### src/rtl/vend_pkg.sv
package vend_pkg;
  // Abstract state index; binary encoding uses these values directly.
  localparam int NumStates = 15;
  localparam int IdxW      = 4;
  localparam int OneHotW   = 16;

  localparam logic [IdxW-1:0] IdxIdle   = 4'd0;   // 0 cents
  localparam logic [IdxW-1:0] IdxLast   = 4'd5;   // 25 cents, last state below price
  localparam logic [IdxW-1:0] IdxPrice  = 4'd6;   // exactly 30 cents
  localparam logic [IdxW-1:0] IdxTop    = 4'd10;  // 50 cents
  localparam logic [IdxW-1:0] IdxOwe20  = 4'd11;
  localparam logic [IdxW-1:0] IdxOwe15  = 4'd12;
  localparam logic [IdxW-1:0] IdxOwe10  = 4'd13;
  localparam logic [IdxW-1:0] IdxOwe5   = 4'd14;

  // Coin steps in units of 5 cents
  localparam logic [IdxW-1:0] StepQuarter = 4'd5;
  localparam logic [IdxW-1:0] StepDime    = 4'd2;
  localparam logic [IdxW-1:0] StepNickel  = 4'd1;

  // Control-to-datapath command: output strobes plus the next abstract state
  typedef struct packed {
    logic            can;
    logic            dime;
    logic            nickel;
    logic [IdxW-1:0] nextIdx;
  } vendCmd_t;
endpackage

### src/rtl/vend_state_reg.sv
module vend_state_reg
  import vend_pkg::*;
#(
  parameter bit OneHot = 1'b0
) (
  input  logic            clk,
  input  logic            rst,
  input  vendCmd_t        cmd,
  output logic [IdxW-1:0] stateIdx
);
  localparam int CodeW = OneHot ? OneHotW : IdxW;

  logic [CodeW-1:0] stateQ;
  logic [CodeW-1:0] nextCode;
  logic [CodeW-1:0] idleCode;

  generate
    if (OneHot) begin : g_onehot
      assign idleCode = CodeW'(1);
      assign nextCode = CodeW'(1) << cmd.nextIdx;
      always_comb begin
        stateIdx = IdxIdle;
        for (int i = 0; i < NumStates; i++) begin
          if (stateQ[i]) stateIdx = IdxW'(i);
        end
      end
      // exactly one hot bit, never the spare top bit
      p_legal_code_r7: assert property (@(posedge clk) disable iff (rst)
        $onehot(stateQ) && !stateQ[CodeW-1]);
    end else begin : g_binary
      assign idleCode = '0;
      assign nextCode = cmd.nextIdx;
      assign stateIdx = stateQ;
      // binary code stays within the 15 defined states
      p_legal_code_r7: assert property (@(posedge clk) disable iff (rst)
        stateQ < CodeW'(NumStates));
    end
  endgenerate

  always_ff @(posedge clk) begin
    if (rst) stateQ <= idleCode;
    else     stateQ <= nextCode;
  end

  // a reset edge always lands in idle
  p_reset_idle_r6: assert property (@(posedge clk)
    rst |=> stateIdx == IdxIdle);
endmodule

### src/rtl/vend_ctrl.sv
module vend_ctrl
  import vend_pkg::*;
(
  input  logic            clk,
  input  logic            rst,
  input  logic [IdxW-1:0] stateIdx,
  input  logic            coinQuarter,
  input  logic            coinDime,
  input  logic            coinNickel,
  output vendCmd_t        cmd
);
  logic [IdxW-1:0] step;

  always_comb begin
    if (coinQuarter)     step = StepQuarter;
    else if (coinDime)   step = StepDime;
    else if (coinNickel) step = StepNickel;
    else                 step = '0;
  end

  always_comb begin
    cmd         = '0;
    cmd.nextIdx = IdxIdle;
    if (stateIdx <= IdxLast) begin
      cmd.nextIdx = stateIdx + step;
    end else if (stateIdx <= IdxTop) begin
      cmd.can = 1'b1;
      // 30 -> idle, 35..50 -> owe 5..20 (coins ignored)
      cmd.nextIdx = (stateIdx == IdxPrice) ? IdxIdle : IdxW'(21) - stateIdx;
    end else begin
      unique case (stateIdx)
        IdxOwe20: begin cmd.dime   = 1'b1; cmd.nextIdx = IdxOwe10; end
        IdxOwe15: begin cmd.dime   = 1'b1; cmd.nextIdx = IdxOwe5;  end
        IdxOwe10: begin cmd.dime   = 1'b1; cmd.nextIdx = IdxIdle;  end
        IdxOwe5:  begin cmd.nickel = 1'b1; cmd.nextIdx = IdxIdle;  end
        default:  cmd.nextIdx = IdxIdle;
      endcase
    end
  end

  // never two output strobes together
  p_one_strobe_r4: assert property (@(posedge clk) disable iff (rst)
    $onehot0({cmd.can, cmd.dime, cmd.nickel}));
  // the can strobe lasts a single cycle
  p_can_single_r2: assert property (@(posedge clk) disable iff (rst)
    cmd.can |=> !cmd.can);
  // owing 20 pays a dime and then still owes 10
  p_owe20_r3: assert property (@(posedge clk) disable iff (rst)
    stateIdx == IdxOwe20 |=> stateIdx == IdxOwe10);
  // a nickel is always the last coin of a payback
  p_nickel_last_r3: assert property (@(posedge clk) disable iff (rst)
    cmd.nickel |=> stateIdx == IdxIdle);
  // exactly 30 returns to idle whatever coin is present
  p_price_exit_r9: assert property (@(posedge clk) disable iff (rst)
    stateIdx == IdxPrice |=> stateIdx == IdxIdle);
endmodule

### src/rtl/coin_vend_ctrl.sv
module coin_vend_ctrl
  import vend_pkg::*;
#(
  parameter bit OneHot = 1'b0
) (
  input  logic clk,
  input  logic rst,
  input  logic coinQuarter,
  input  logic coinDime,
  input  logic coinNickel,
  output logic dispenseCan,
  output logic dispenseDime,
  output logic dispenseNickel
);
  vendCmd_t        cmd;
  logic [IdxW-1:0] stateIdx;

  vend_ctrl u_ctrl (
    .clk         (clk),
    .rst         (rst),
    .stateIdx    (stateIdx),
    .coinQuarter (coinQuarter),
    .coinDime    (coinDime),
    .coinNickel  (coinNickel),
    .cmd         (cmd)
  );

  vend_state_reg #(.OneHot(OneHot)) u_state (
    .clk      (clk),
    .rst      (rst),
    .cmd      (cmd),
    .stateIdx (stateIdx)
  );

  assign dispenseCan    = cmd.can;
  assign dispenseDime   = cmd.dime;
  assign dispenseNickel = cmd.nickel;
endmodule

### config.mk
export PLATFORM = sky130hd
export DESIGN_NAME = coin_vend_ctrl
export DESIGN_NICKNAME = d
export VERILOG_FILES = /design/src/rtl/vend_pkg.sv /design/src/rtl/vend_state_reg.sv /design/src/rtl/vend_ctrl.sv /design/src/rtl/coin_vend_ctrl.sv
export SDC_FILE = /design/constraint.sdc
export NUM_CORES = 1
export LEC_CHECK = 0
export CORE_AREA = 4 4 41 43
export CTS_CLUSTER_DIAMETER = 80
export DETAILED_ROUTE_END_ITERATION = 8
export DIE_AREA = 0 0 45 47
export HOLD_SLACK_MARGIN = 0.05
export SYNTH_ARGS = -nofsm -noshare
export SYNTH_HDL_FRONTEND = slang
export SYNTH_SLANG_ARGS = --single-unit
### constraint.sdc
create_clock -name clk -period 2.3 [get_ports clk]
set_input_delay 0.46 -clock clk [delete_from_list [all_inputs] [get_ports clk]]
set_output_delay 0.46 -clock clk [all_outputs]
set_load 0.005 [all_outputs]
* Word-level counts from Yosys, hierarchy flattened
Index checks and enable logic that the tools add are counted.
** Word-level totals
- Flip-flop bits (word level) :: 4
- Bits in latches :: 0
- Memory bits (writable) :: 0
- ROM bits :: 0
- Bits of input ports :: 5
- Output and inout bits :: 3
- Word-level logic and storage cells :: 23
- Memories kept :: 0
** Cells by class
- $add $sub $neg :: 2
- Multipliers :: 0
- Div/mod/pow operators :: 0
- $lt $le $gt $ge :: 2
- Eq/ne operators :: 5
- Shift operators :: 0
- Muxes and demuxes :: 12
- Bitwise logic cells :: 0
- Reduce and logical (&&, ||, !) cells :: 1
** Operator list (number)
- $mux W4 :: 5
- $eq A4 B4 Y1 const B :: 4
- $pmux W4 S2 :: 1
- $add A4 B4 Y4 :: 1
- $eq A4 B3 Y1 const B :: 1
- $le A4 B3 Y1 const B :: 1
- $le A4 B4 Y1 const B :: 1
- $mux W1 :: 4
- $sub A3 B4 Y4 const A :: 1
- $mux W3 :: 1
- $reduce_or A3 Y1 :: 1
- $mux W2 :: 1

* Longest topological paths before layout
Gate-level depths: netlist (run 1).
- Depth after elaboration :: 5
- Mapped depth :: 8
- Gate-level depth less buffers :: 8

* Hierarchy
A second synthesis (run 1) with hierarchy kept.
** Second synthesis, totals
- Cell total of the unflattened synthesis :: 60
- Area, all modules :: 474.2 um^2
** Modules (own cells, without submodules)
- vend_ctrl :: instances 1, cells an instance 52, area each 369.1 um^2, seq. area each 0.0 um^2
- vend_state_reg :: instances 1, cells an instance 8, area each 105.1 um^2, seq. area each 80.1 um^2

* Worst setup path before layout (run 1)
OpenSTA, ideal clock, no wires.
- Path kind :: input to register
- Start point :: in coinDime
- End point :: reg u_state.stateQ[2], in the netlist u_state.stateIdx[2]
- Library setup time :: 0.074 ns
- Data arrival time :: 1.671 ns
- Path slack :: 0.555 ns
- Stages on the path :: 8
- Path buffers :: 0
- Path through :: inv_1 -> a21o_1 -> ha_1 -> inv_1 -> fa_1 -> xor2_1 -> a211o_1 -> a31oi_1
** Between the ends
- Word-level cells in the longest chain between the ends :: 4
** Ends and longest elaborated chain
- start: declaration :: line coin_vend_ctrl.sv:9 : input logic coinDime,
- $mux W4 :: line vend_ctrl.sv:16 : else if (coinDime) step = StepDime;
- $mux W4 :: line vend_ctrl.sv:15 : if (coinQuarter) step = StepQuarter;
- $add A4 B4 Y4 :: line vend_ctrl.sv:25 : cmd.nextIdx = stateIdx + step;
- $mux W4 :: line vend_ctrl.sv:24 : if (stateIdx <= IdxLast) begin
- end signal: assignment :: line vend_state_reg.sv:41 : if (rst) stateQ <= idleCode;
- end signal: assignment :: line vend_state_reg.sv:42 : else stateQ <= nextCode;
- end: declaration :: line vend_state_reg.sv:13 : logic [CodeW-1:0] stateQ;
No other way between the ends.
A chain may end at the register's enable or synchronous reset.

* Worst setup path in the final report (run 1)
- Start point :: reg u_state.stateQ[1], in the netlist u_state.stateIdx[1]
- End point :: out dispenseCan
** Between the ends
- Word-level cells in the longest chain between the ends :: 3
- Elaborated cells on any way between the ends :: 4
- Classes of those cells :: 2 x order compare; 2 x mux
** Ends and longest elaborated chain
- $le A4 B4 Y1 :: line vend_ctrl.sv:26 : end else if (stateIdx <= IdxTop) begin
- $mux W1 :: line vend_ctrl.sv:26
- $mux W3 * :: line vend_ctrl.sv:24
- end: declaration :: line coin_vend_ctrl.sv:11 : output logic dispenseCan,
Mark *: on every way between the ends. The rest lies on a longest branch, timed or not.

==> summary.txt, run 1 <==
Status = complete, no violations
# IOs = 8
WL/cell = 12.7 µm
Post-Layout Inst Area = 604 µm²
CTS hold repair buffers = 0
Worst r2r src = u_state.stateIdx[0]
Largest net degree at the start of global routing = 12
CTS clk-pin slew, worst paths = 0.04 ns
TritonCTS clock tree = built
GPL Wtd Cong = 0.772
Critical path class = flip-flop to output pin
Layout area overhead = 30.2%
Launch point of the worst path = u_state.stateIdx[1]
# port buffers = 7
R2R depth = 6
TritonCTS Buffers = 3
Total wire length = 1.06 mm
Met1 GRT Util = 15.6%
Final Slew Violations = 0
H-tree depth = 1
Slowest cell on crit path = clkdlybuf4s50_1
Die Footprint = 2120 µm²
Main synth FF type = dfxtp_1
Final min period = 2.14 ns
Synth area leaders = dfxtp_1, ha_1, fa_1, o21ai_0, and2b_1
Initial Util = 35.7%
Synth unique cells = 37
Final Hold Viols = 0
Pwr dens = 1040 nW/µm²
Max_slew headroom = 75.5%
Post-synth top area cell = dfxtp_1
Layout cell share with drive strength beyond 1 = 25.0%
Post-Syn Area = 464 µm²
Fmax = 468 MHz
Setup Buffers After CTS = 0
Worst IR Drop VDD = 0.435 mV
FF+latch count, synth = 4
GR Util met2 = 20.1%
Worst slack, placed = -0.0304 ns
Overall Global Routing Usage = 12.2%
Measured slew at the worst slew-check pin = 0.368 ns
HPWL Detailed = 819 µm
Top Registers = u_state.stateIdx x4
Syn Nets = 66
Crit path max fanout = 2
Cells on Worst Hold Path = 2
Top cell type's share of synthesized area = 17.3%
Layout Nets = 81
Synth Warn # = 0
Global route hottest layer = met2
Max FFs per register = 4
Pleak = 0.271 nW
Clk buf depth = 2
Async set-reset flop share out of synthesis = 0%
Dpl cell area = 578 µm²
Initial DRT Pass Iterations = 4
Root Buffer = clkbuf_4
Initial antenna violation count = 0
Vias = 455
Setup crit end kind = output pin
First-pass GRT wire length = 1.90 mm
Seq/Total Area, Yosys = 17.3%
Maxcap violations = 0
Synth Instances = 55
RSZ-0062 raised after global routing = no
Number of DRC markers in iteration 0 = 8
Routed Antenna Nets = 0
GRT overflow = 0
Hold Path Origin = u_state.stateIdx[2]
Period utilization = 92.9%
Setup crit start kind = flip-flop
Chip width = 45 µm
CP Data Arrival Time = 1.68 ns
Drt drc = 0
Fillers = 142
Vias in the first global route = 459
Setup WS post-layout = 0.163 ns
Final setup viols = 0
Number of enable flip-flop cells after synthesis = 0
Die height = 47 µm
Via density = 5.48
Worst path cell trace = inv_1, ha_1, a21boi_2, a22o_2, clkdlybuf4s50_1
Class of the worst hold path = flip-flop to flip-flop
Max incr delay on CP = 0.49 ns
Average size of a mapped cell = 8.44 µm²
FP Rows = 13
Register with the most flip-flops = u_state.stateIdx
Crit path required time = 1.84 ns
Max Clock Skew = 0.00570 ns
Core Region = 1300 µm²
WP buf/inv = 2
Clk_lat worst skew = 0.24 ns
Largest delay contributor family on the critical path = buffers and inverters
Critical path depth = 5
Clock sink count = 4
M3 GR Usage = 3.45%
Antenna Cells = 0
## final timing paths
check / end / slack [ns]
max: dispenseCan / 0.16
min reg2reg: u_state.stateIdx[1] / 0.63
max reg2reg: u_state.stateIdx[2] / 0.41
min: u_state.stateIdx[1] / 0.63
## final cells by class
type | instances | area [µm²] | share of cell area, %
tap | 15 | 18.8 | 3.11
timing repair buffer | 12 | 108 | 17.8
inverter | 4 | 15.0 | 2.48
clock buffer | 3 | 22.5 | 3.73
multi-input combinational | 45 | 360 | 59.6
sequential | 4 | 80.1 | 13.3
## cells in the final DEF, fill, tap and decap left out, types with 2 or more instances in the layout
cell	Yosys	final
clkdlybuf4s50_1	0	7
ha_1	5	5
buf_4	1	5
inv_1	4	4
dfxtp_1	4	4
nand2_1	3	3
o21ai_0	3	3
clkbuf_4	0	3
and2b_1	2	2
a21oi_1	2	2
nor2_1	2	2
a31oi_1	2	2
## report_power, final
part	internal (mW)	leakage, nW	switching [mW]
combinational	0.208	0.224	0.186
clock	0.0582	0.0138	0.0272
sequential	0.0995	0.0332	0.0495
total	0.365	0.271	0.262
## stage by stage
step,power [mW],hold WS (ns),util [%],cells,TNS [ns]
floorplan,0.409,0.529,-,55,0
global placement,0.534,0.623,44.4,80,-0.0328
detailed placement,0.532,0.628,44.4,80,-0.0415
CTS,0.624,0.630,46.2,83,0
global route,0.692,0.650,46.4,83,0
finish,0.628,0.629,46.4,83,0
## worst register-to-register path, cell delays in order, from the launching register on
cell     delay (ns)
dfxtp_1        0.53
ha_1           0.25
inv_1          0.06
fa_1           0.37
xor2_1         0.15
a211o_1        0.26
a31oi_1        0.18
## kinds of logic (layout without fill, tap and decap cells)
kind of cell             count (synthesis)  count (layout)  share of synthesized area (%)
buffers and inverters                    6              19                           5.93
XOR/XNOR                                 1               1                           1.89
adder cells (fa/ha/maj)                  6               6                           17.8
AND/OR/NAND/NOR                         20              20                           28.8
flip-flops                               4               4                           17.3
AO/OA/AOI/OAI                           18              18                           28.3
## routing by layer
metal / vias up / part of all wire (%)
met3: 0 / 4.6
met4: 0 / 0
met2: 13 / 45
li1: 232 / -
met5: - / 0
met1: 210 / 50
## synth_stat cells, types with 2 or more instances
cell     instances
ha_1             5
dfxtp_1          4
inv_1            4
nand2_1          3
o21ai_0          3
a21oi_1          2
a31oi_1          2
and2b_1          2
nor2_1           2
## repair_timing
item	CTS	global route
endpoints found under the hold margin	0	0
endpoints found under the setup margin	0	1
resized for setup	0	2
No activity file was read; power rests on OpenSTA's default activity.
==> run 2: changes to the inputs <==
--- a/config.mk
+++ b/config.mk
@@ -10,6 +10,7 @@
 export DETAILED_ROUTE_END_ITERATION = 8
 export DIE_AREA = 0 0 45 47
 export HOLD_SLACK_MARGIN = 0.05
+export PLACE_DENSITY_LB_ADDON = 0.15
 export SYNTH_ARGS = -nofsm -noshare
 export SYNTH_HDL_FRONTEND = slang
 export SYNTH_SLANG_ARGS = --single-unit
==> summary.txt, run 2 (synthesized netlist as in run 1, its figures left out) <==
Overall Global Routing Usage = 11.5% (was 12.2%)
Crit path max fanout = 2 (unchanged)
CP Data Arrival Time = 1.69 ns (was 1.68 ns)
Routed Antenna Nets = 0 (unchanged)
Logic pwr share = 60.4% (was 62.7%)
R2R Setup Slk = 0.46 ns (was 0.41 ns)
Via density = 5.28 (was 5.48)
Hold Path Origin = u_state.stateIdx[0] (was u_state.stateIdx[2])
Clk_lat worst skew = 0.23 ns (was 0.24 ns)
Die Footprint = 2120 µm² (unchanged)
Post-layout util = 45.6% (was 46.4%)
Initial Util = 35.7% (unchanged)
Seq pwr share = 25.9% (was 23.7%)
GPL Wtd Cong = 0.745 (was 0.772)
Layout Nets = 80 (was 81)
Commonest non-fill, non-tap cell in the layout = clkdlybuf4s50_1 (unchanged)
RSZ-0062 raised after global routing = no (unchanged)
Pleak = 0.265 nW (was 0.271 nW)
CTS hold repair buffers = 0 (unchanged)
Core Region = 1300 µm² (unchanged)
PostCTS Resize Cnt = 0 (unchanged)
Status = complete, no violations (unchanged)
Setup TNS = 0 ns (unchanged)
Multi-input logic area = 357 µm² (was 360 µm²)
Final Hold Viols = 0 (unchanged)
Initial antenna violation count = 0 (unchanged)
# IOs = 8 (unchanged)
FP Rows = 13 (unchanged)
Pwr dens = 1020 nW/µm² (was 1040 nW/µm²)
Crit path required time = 1.84 ns (about the same)
Measured slew at the worst slew-check pin = 0.343 ns (was 0.368 ns)
Chip width = 45 µm (unchanged)
Number of DRC markers in iteration 0 = 7 (was 8)
Vias = 433 (was 455)
Clock power frac = 13.7% (was 13.6%)
WL/cell = 11.9 µm (was 12.7 µm)
Clk buf depth = 2 (unchanged)
Pint = 353 µW (was 365 µW)
Post-Layout Inst Area = 593 µm² (was 604 µm²)
Die height = 47 µm (unchanged)
Final Slew Violations = 0 (unchanged)
TritonCTS Buffers = 3 (unchanged)
Most frequent cells in the layout = clkdlybuf4s50_1, ha_1, inv_1, buf_4, dfxtp_1 (was clkdlybuf4s50_1, ha_1, buf_4, inv_1, dfxtp_1)
Dpl cell area = 571 µm² (was 578 µm²)
CTS clk-pin slew, worst paths = 0.04 ns (about the same)
HPWL Detailed = 769 µm (was 819 µm)
Worst r2r src = u_state.stateIdx[0] (unchanged)
Cells on Worst Hold Path = 2 (unchanged)
Final min period = 2.15 ns (was 2.14 ns)
Vias in the first global route = 418 (was 459)
Max FFs per register = 4 (unchanged)
Drt drc = 0 (unchanged)
NetSw = 250 µW (was 262 µW)
GRT overflow = 0 (unchanged)
Setup crit end kind = output pin (unchanged)
Final setup viols = 0 (unchanged)
Class of the worst hold path = flip-flop to flip-flop (unchanged)
Layout cell share with drive strength beyond 1 = 22.4% (was 25.0%)
Antenna Cells = 0 (unchanged)
Worst slack, placed = -0.0226 ns (was -0.0304 ns)
Largest net degree at the start of global routing = 13 (was 12)
Max Clock Skew = 0.00394 ns (was 0.00570 ns)
Cell Count, Final, Fillers Out = 82 (was 83)
Root Buffer = clkbuf_4 (unchanged)
Worst Hold End = u_state.stateIdx[1] (unchanged)
Total wire length = 976 µm (was 1.06 mm)
Switching Share = 41.5% (was 41.8%)
Register with the most flip-flops = u_state.stateIdx (unchanged)
Sequential cell area = 80.1 µm² (unchanged)
Setup crit start kind = flip-flop (unchanged)
H-tree depth = 1 (unchanged)
Initial DRT Pass Iterations = 2 (was 4)
Fmax = 466 MHz (was 468 MHz)
Period utilization = 93.3% (was 92.9%)
Setup WS post-layout = 0.153 ns (was 0.163 ns)
First-pass GRT wire length = 1.79 mm (was 1.90 mm)
Max_slew headroom = 77.1% (was 75.5%)
R2R Path End = u_state.stateIdx[2] (unchanged)
TritonCTS clock tree = built (unchanged)
DP Cell Count = 79 (was 80)
Setup Buffers After CTS = 0 (unchanged)
Critical path class = flip-flop to output pin (unchanged)
Layout area overhead = 27.8% (was 30.2%)
Fillers = 133 (was 142)
R2R depth = 6 (unchanged)
Clock sink count = 4 (unchanged)
Worst IR Drop VDD = 0.370 mV (was 0.435 mV)
Maxcap violations = 0 (unchanged)
# port buffers = 7 (unchanged)
Top Registers = u_state.stateIdx x4 (unchanged)
-- run 2: cell count changes in the layout (fill, tap and decap cells not counted) --
cell,delta
buf_4,-1
a21boi_2,-1
a21boi_1,+1
-- run 2: metal layers --
metal / vias up / global-route usage, % / wire length [µm]
met2: 6 / 18.6 / 423
li1: 230 / - / -
met4: 0 / 1.75 / 0
met1: 197 / 15.2 / 531
met3: 0 / 3.45 / 22
met5: - / 0 / 0
-- run 2: power by group through the flow --
stage | Clock, mW | Sequential [mW] | Combinational [mW]
floorplan | 0 | 0.137 | 0.272
CTS | 0.0864 | 0.158 | 0.365
global route | 0.0911 | 0.167 | 0.413
finish | 0.0825 | 0.156 | 0.365
global placement | 0 | 0.161 | 0.368
detailed placement | 0 | 0.159 | 0.361
-- run 2: how the worst max path moves through the flow --
stage,end,start,cells past startpoint
CTS,dispenseCan,u_state.stateIdx[1],5
global placement,u_state.stateIdx[1],coinDime,9
floorplan,u_state.stateIdx[2],coinDime,8
detailed placement,u_state.stateIdx[1],coinDime,9
global route,dispenseCan,u_state.stateIdx[3],3
finish,dispenseCan,u_state.stateIdx[1],5
-- run 2: critical path, stage by stage (launching register included) --
cell,delay [ns]
dfxtp_1,0.32
inv_1,0.08
ha_1,0.21
a21boi_1,0.19
a22o_2,0.16
clkdlybuf4s50_1,0.49
-- run 2: final cells by class --
class	instances	area share (%)
multi-input combinational	45	60.1
clock buffer	3	3.80
tap	15	3.16
sequential	4	13.5
timing repair buffer	11	16.9
inverter	4	2.53
-- run 2: metrics by stage --
stage	hold slack (ns)	total power [mW]
final	0.629	0.604
after global routing	0.682	0.671
after CTS	0.634	0.609
after detailed placement	0.625	0.520
after global placement	0.630	0.529
after floorplan	0.529	0.409
